$ cat src/rtl/slope_pkg.sv
package slope_pkg;
  localparam int unsigned CODE_W         = 6;
  localparam int unsigned CFG_W          = 8;
  localparam int unsigned CFG_QUARTER_BIT = 6;
  localparam int unsigned CFG_BYPASS_BIT  = 7;
endpackage

$ cat src/rtl/slope_edge_det.sv
module slope_edge_det #(
  parameter int unsigned N_DRV = 2
) (
  input  logic             clk_i,
  input  logic             rst_ni,
  input  logic [N_DRV-1:0] gate_i,
  output logic [N_DRV-1:0] rise_o,
  output logic [N_DRV-1:0] fall_o,
  output logic             any_o
);
  logic [N_DRV-1:0] gate_q;

  always_ff @(posedge clk_i or negedge rst_ni) begin
    if (!rst_ni) gate_q <= '0;
    else         gate_q <= gate_i;
  end

  assign rise_o = gate_i & ~gate_q;
  assign fall_o = ~gate_i & gate_q;
  assign any_o  = |(gate_i ^ gate_q);
endmodule

$ cat src/rtl/slope_mode_reg.sv
module slope_mode_reg
  import slope_pkg::*;
(
  input  logic             clk_i,
  input  logic             rst_ni,
  input  logic             wake_i,
  input  logic             edge_any_i,
  input  logic             cfg_wr_i,
  input  logic [CFG_W-1:0] cfg_wdata_i,
  output logic             quarter_o,
  output logic             bypass_o,
  output logic             armed_o
);
  always_ff @(posedge clk_i or negedge rst_ni) begin
    if (!rst_ni) begin
      quarter_o <= 1'b0;
      bypass_o  <= 1'b0;
    end else if (cfg_wr_i) begin
      quarter_o <= cfg_wdata_i[CFG_QUARTER_BIT];
      bypass_o  <= cfg_wdata_i[CFG_BYPASS_BIT];
    end
  end

  // sticky "some driver switched since wake", shared by all drivers
  always_ff @(posedge clk_i or negedge rst_ni) begin
    if (!rst_ni)     armed_o <= 1'b0;
    else if (wake_i) armed_o <= 1'b0;
    else if (edge_any_i) armed_o <= 1'b1;
  end


  armed_sticky_chk: assert property (@(posedge clk_i) disable iff (!rst_ni)
    (armed_o && !wake_i) |=> armed_o);

  wake_disarm_chk: assert property (@(posedge clk_i) disable iff (!rst_ni)
    wake_i |=> !armed_o);

  quarter_load_chk: assert property (@(posedge clk_i) disable iff (!rst_ni)
    cfg_wr_i |=> quarter_o == $past(cfg_wdata_i[CFG_QUARTER_BIT]));

  bypass_load_chk: assert property (@(posedge clk_i) disable iff (!rst_ni)
    cfg_wr_i |=> bypass_o == $past(cfg_wdata_i[CFG_BYPASS_BIT]));
endmodule

$ cat src/rtl/slope_stage.sv
module slope_stage #(
  parameter int unsigned W = 6
) (
  input  logic         clk_i,
  input  logic         rst_ni,
  input  logic         wake_i,
  input  logic         armed_i,
  input  logic         wr_i,
  input  logic [W-1:0] wdata_i,
  input  logic         commit_i,
  output logic [W-1:0] code_o
);
  logic [W-1:0] shd_q;
  logic         pend_q;

  always_ff @(posedge clk_i or negedge rst_ni) begin
    if (!rst_ni) begin
      code_o <= '0;
      shd_q  <= '0;
      pend_q <= 1'b0;
    end else if (wake_i) begin
      code_o <= wr_i ? wdata_i : (pend_q ? shd_q : code_o);
      if (wr_i) shd_q <= wdata_i;
      pend_q <= 1'b0;
    end else if (wr_i && !armed_i) begin
      code_o <= wdata_i;
      shd_q  <= wdata_i;
      pend_q <= 1'b0;
    end else begin
      // old staged value commits; a same-cycle write stays pending
      if (commit_i && pend_q) code_o <= shd_q;
      if (wr_i) begin
        shd_q  <= wdata_i;
        pend_q <= 1'b1;
      end else if (commit_i) begin
        pend_q <= 1'b0;
      end
    end
  end


  hold_until_edge_chk: assert property (@(posedge clk_i) disable iff (!rst_ni)
    (armed_i && !commit_i && !wake_i) |=> $stable(code_o));

  direct_load_chk: assert property (@(posedge clk_i) disable iff (!rst_ni)
    (wr_i && (!armed_i || wake_i)) |=> code_o == $past(wdata_i));

  commit_staged_chk: assert property (@(posedge clk_i) disable iff (!rst_ni)
    (commit_i && armed_i && pend_q && !wake_i) |=> code_o == $past(shd_q));

  write_on_commit_pend_chk: assert property (@(posedge clk_i) disable iff (!rst_ni)
    (commit_i && armed_i && wr_i && !wake_i) |=> pend_q);
endmodule

$ cat src/rtl/gate_slope_ctrl.sv
module gate_slope_ctrl
  import slope_pkg::*;
#(
  parameter int unsigned N_DRV  = 2,
  parameter int unsigned CODE_W = slope_pkg::CODE_W
) (
  input  logic                     clk_i,
  input  logic                     rst_ni,
  input  logic                     wake_i,
  input  logic [N_DRV-1:0]         gate_i,
  input  logic [N_DRV-1:0]         rise_wr_i,
  input  logic [N_DRV-1:0]         fall_wr_i,
  input  logic [CODE_W-1:0]        slope_wdata_i,
  input  logic                     cfg_wr_i,
  input  logic [CFG_W-1:0]         cfg_wdata_i,
  output logic [N_DRV*CODE_W-1:0]  rise_code_o,
  output logic [N_DRV*CODE_W-1:0]  fall_code_o,
  output logic                     quarter_scale_o,
  output logic                     limit_bypass_o
);
  logic [N_DRV-1:0] rise_edge, fall_edge;
  logic             edge_any, armed;

  slope_edge_det #(.N_DRV(N_DRV)) u_edge (
    .clk_i  (clk_i),
    .rst_ni (rst_ni),
    .gate_i (gate_i),
    .rise_o (rise_edge),
    .fall_o (fall_edge),
    .any_o  (edge_any)
  );

  slope_mode_reg u_mode (
    .clk_i       (clk_i),
    .rst_ni      (rst_ni),
    .wake_i      (wake_i),
    .edge_any_i  (edge_any),
    .cfg_wr_i    (cfg_wr_i),
    .cfg_wdata_i (cfg_wdata_i),
    .quarter_o   (quarter_scale_o),
    .bypass_o    (limit_bypass_o),
    .armed_o     (armed)
  );

  for (genvar i = 0; i < N_DRV; i++) begin : g_drv
    // rising code commits on falling gate edge, and vice versa
    slope_stage #(.W(CODE_W)) u_rise (
      .clk_i    (clk_i),
      .rst_ni   (rst_ni),
      .wake_i   (wake_i),
      .armed_i  (armed),
      .wr_i     (rise_wr_i[i]),
      .wdata_i  (slope_wdata_i),
      .commit_i (fall_edge[i]),
      .code_o   (rise_code_o[i*CODE_W +: CODE_W])
    );
    slope_stage #(.W(CODE_W)) u_fall (
      .clk_i    (clk_i),
      .rst_ni   (rst_ni),
      .wake_i   (wake_i),
      .armed_i  (armed),
      .wr_i     (fall_wr_i[i]),
      .wdata_i  (slope_wdata_i),
      .commit_i (rise_edge[i]),
      .code_o   (fall_code_o[i*CODE_W +: CODE_W])
    );
  end


  reset_zero_chk: assert property (@(posedge clk_i)
    !rst_ni |-> (rise_code_o == '0 && fall_code_o == '0 && !quarter_scale_o && !limit_bypass_o));
endmodule

$ cat config.mk
export PLATFORM = sky130hd
export DESIGN_NAME = gate_slope_ctrl
export DESIGN_NICKNAME = d
export VERILOG_FILES = /design/src/rtl/slope_pkg.sv /design/src/rtl/slope_edge_det.sv /design/src/rtl/slope_mode_reg.sv /design/src/rtl/slope_stage.sv /design/src/rtl/gate_slope_ctrl.sv
export SDC_FILE = /design/constraint.sdc
export NUM_CORES = 1
export LEC_CHECK = 0
export ABC_CLOCK_PERIOD_IN_PS = 1700
export BUFFER_PORTS_ARGS = -buffer_cell sky130_fd_sc_hd__buf_2
export CORE_MARGIN = 2
export CORE_UTILIZATION = 30
export CTS_CLUSTER_DIAMETER = 30
export CTS_CLUSTER_SIZE = 20
export DETAILED_ROUTE_END_ITERATION = 6
export PLACE_DENSITY = 0.51
export SYNTH_ARGS = -nofsm -noshare
export SYNTH_HDL_FRONTEND = slang
export SYNTH_SLANG_ARGS = --single-unit
$ cat constraint.sdc
create_clock -name clk_i -period 1.7 [get_ports clk_i]
set_input_delay 0.255 -clock clk_i [delete_from_list [all_inputs] [get_ports clk_i]]
set_output_delay 0.255 -clock clk_i [all_outputs]
set_load 0.01 [all_outputs]
==> reports/qor.txt <==
status - completed
Filler cells - 892
Seq pwr share - 48.7%
sequential fraction of the synthesis area - 53.8%
internal power - 2.41 mW
Post-Synth Simple-Gate Area - 11.0%
CP max stage cell - or3_1
vias in the first global route - 1957
DR vias - 1990
CP startpoint kind - flop
largest net degree at the start of global routing - 58
multiplexer area fraction after synthesis - 11.0%
Yosys warnings - 0
endpoints failing setup - 0
layout cells sized above 1 - 32.3%
Critical Path RT - 1.94 ns
xor/xnor share of the synthesized area - 0%
Die H - 98.0 um
adder-cell area share of the yosys netlist - 1.89%
largest family of logic cells by synthesized area - compound AO/OA/AOI/OAI gates
reg2reg path depth - 4
total track usage - 13.5%
DRC errors left - 0
Clock Skew - 0.00519 ns
CTS Sinks - 57
cell row count - 34
drt pass-1 iters - 4
worst rel slew slack - 67.9%
Net Count, Synth - 267
Worst Max-Slew Pin Slew - 0.480 ns
slowest cell delay on critical path - 0.46 ns
Layout area overhead - 18.9%
Final Total Pwr - 3.34 mW
VDD IR max - 0.000326 V
RSZ-0062 raised after global routing - false
critical path class - flop to flop
Avg Inst Size Synth - 11.1 um2
crit-path max FO - 6
crit path DAT - 1.73 ns
Final Routed Wirelength - 6.17 mm
post-synthesis register bit count - 57
commonest non-fill, non-tap cells in the layout - 57 x dfrtp_1, 43 x buf_2, 26 x mux2_2
most common cell after layout, fill and taps aside - dfrtp_1
H-tree levels - 3
initial DRC count - 61
Port Buf Inserts - 43
Net Sw Power - 932 uW
crit path cell chain - ha_1 -> and2_1 -> or3_1 -> a31oi_1
library cells used by synthesis - 27
Clk pwr share - 32.6%
first-pass GRT wire length - 10.1 mm
Synth Area in Compound Gates - 16.9%
# Max-Cap Violations - 0
delay-heaviest family, CP - simple AND/OR/NAND/NOR gates
remaining antenna violation count - 0
Die ar. - 9600 um2
grt total ovfl - 0
Slew Limit Fails - 0
Fin Hold WS - 0.0650 ns
R2R Setup Slk - 0.21 ns
nets@finish - 310
WL/cell - 15.7 um
Starting Density - 30.7%
Fmax - 673 MHz
worst min path class - input port to flop
final std cells w/o fill - 393
Reg area - 1430 um2
Via density - 5.06
pwr dens - 1060 nW/um2
Post-Synthesis Cells - 239
antenna violations before repair - 0
CP Capture Type - flop
Synth Cell Area - 2650 um2
cell depth of the worst hold path - 1
path length in cells of the critical path - 4
HPWL after detailed placement - 4.06 mm
Buf+Inv Stages, Crit Path - 0
I/O pin count - 50
sw frac - 27.9%
Final Cycle Share - 87.4%
clk_lat worst skew - 0.33 ns
Inserted Clock Buffers - 9
clock-pin slew of the registers on the worst-case setup and hold paths - 0.06 ns
CTS root buffer - clkbuf_8
area taken by multi-input logic gates - 1080 um2
Final TNS setup - 0 ns
GP Congestion - 0.703
deepest clock path buffer count - 2
Final min period - 1.49 ns
ANT cells - 0
DIE WIDTH - 98.0 um
Hold Fails Final Rpt - 0
power share of the combinational group - 18.7%
Core Area - 8640 um2
Leakage - 1.35 nW
Post-Place Cells - 378
CTS tree - built
-- cell families (layout without fill, tap and decap cells) --
family | after synthesis | after routing
buffers and inverters | 29 | 75
AND/OR/NAND/NOR | 52 | 52
AO/OA/AOI/OAI | 71 | 71
adder cells (fa/ha/maj) | 4 | 4
multiplexers | 26 | 26
flip-flops | 57 | 57
-- repair_timing --
item	CTS	global route
hold endpoints to repair	57	0
endpoints found under the setup margin	0	4
resized for setup	0	1
hold buffers	1	0
setup buffers	0	0
-- synthesized netlist by cell type --
master    instances  share of area (%)
dfrtp_1          57                 54
mux2_2           26                 11
a31oi_1          25                5.9
nand3_1          24                4.5
o21ai_0          24                4.5
a211oi_1         12                3.4
nor4_1           12                2.8
inv_1             9                1.3
clkbuf_1          7               0.99
buf_2             6                1.1
nor2_1            5               0.71
ha_1              4                1.9
a21oi_1           3               0.57
buf_6             3                1.3
nor3b_1           3               0.85
a21o_1            2               0.57
and2_1            2               0.47
buf_1             2               0.28
clkbuf_2          2               0.38
o21a_1            2               0.57
o21a_4            2                1.1
or3_1             2               0.47
a22oi_1           1               0.28
and2b_1           1               0.28
nand2b_1          1               0.24
nor2b_1           1               0.24
nor2b_2           1               0.33
-- state kept, by name (all words and copies together) (netlist names) --
signal,count
g_drv.u_fall.pend_q,2
u_mode.bypass_o,1
g_drv.u_fall.shd_q,12
u_edge.gate_q,2
g_drv.u_rise.code_o,12
u_mode.armed_o,1
g_drv.u_rise.pend_q,2
g_drv.u_rise.shd_q,12
g_drv.u_fall.code_o,12
u_mode.quarter_o,1
-- worst paths after layout --
kind                                                    endpoint                                from
min in group asynchronous  g_drv[0].u_fall.code_o[3]$_DFFE_PN0P_                              rst_ni
min                                   u_edge.gate_q[1]$_DFF_PN0_                           gate_i[1]
max reg2reg                g_drv[0].u_rise.code_o[5]$_DFFE_PN0P_          u_edge.gate_q[0]$_DFF_PN0_
max                        g_drv[0].u_rise.code_o[5]$_DFFE_PN0P_          u_edge.gate_q[0]$_DFF_PN0_
max in group asynchronous  g_drv[0].u_rise.code_o[5]$_DFFE_PN0P_                              rst_ni
min reg2reg                   g_drv[0].u_fall.shd_q[1]$_DFF_PN0_  g_drv[0].u_fall.shd_q[1]$_DFF_PN0_
-- cell type report --
class / instances / share of cell area (%)
Tap cell: 108 / 4.29
Sequential cell: 57 / 45.3
Inverter: 9 / 1.07
Multi-Input combinational cell: 153 / 34.4
Timing Repair Buffer: 52 / 9.85
Clock buffer: 14 / 5.16
-- per-layer routing --
layer / GRT usage, % / wire, um / up-vias
li1: - / - / 975
met1: 16.9 / 2840 / 968
met2: 21.8 / 2930 / 36
met3: 3.72 / 251 / 11
met4: 6.30 / 146 / 0
met5: 0 / 0 / -
-- per-stage QoR --
| stage | util [%] | worst slack [ns] | area [um2] |
|---|---|---|---|
| CTS | 36.5 | 0.111 | 3150 |
| global placement | 34.5 | 0.107 | 2980 |
| detailed placement | 34.5 | 0.0878 | 2980 |
| finish | 36.5 | 0.214 | 3150 |
| global route | 36.5 | 0.118 | 3150 |
| floorplan | - | 0.197 | 2650 |
-- power groups by stage --
stage / clock [mW] / sequential [mW] / combinational (mW)
CTS: 1.12 / 1.63 / 0.638
floorplan: 0 / 1.69 / 0.330
global placement: 0 / 1.66 / 0.625
finish: 1.09 / 1.63 / 0.626
global route: 1.18 / 1.66 / 0.705
detailed placement: 0 / 1.66 / 0.635
No activity file was read; power rests on OpenSTA's default activity.
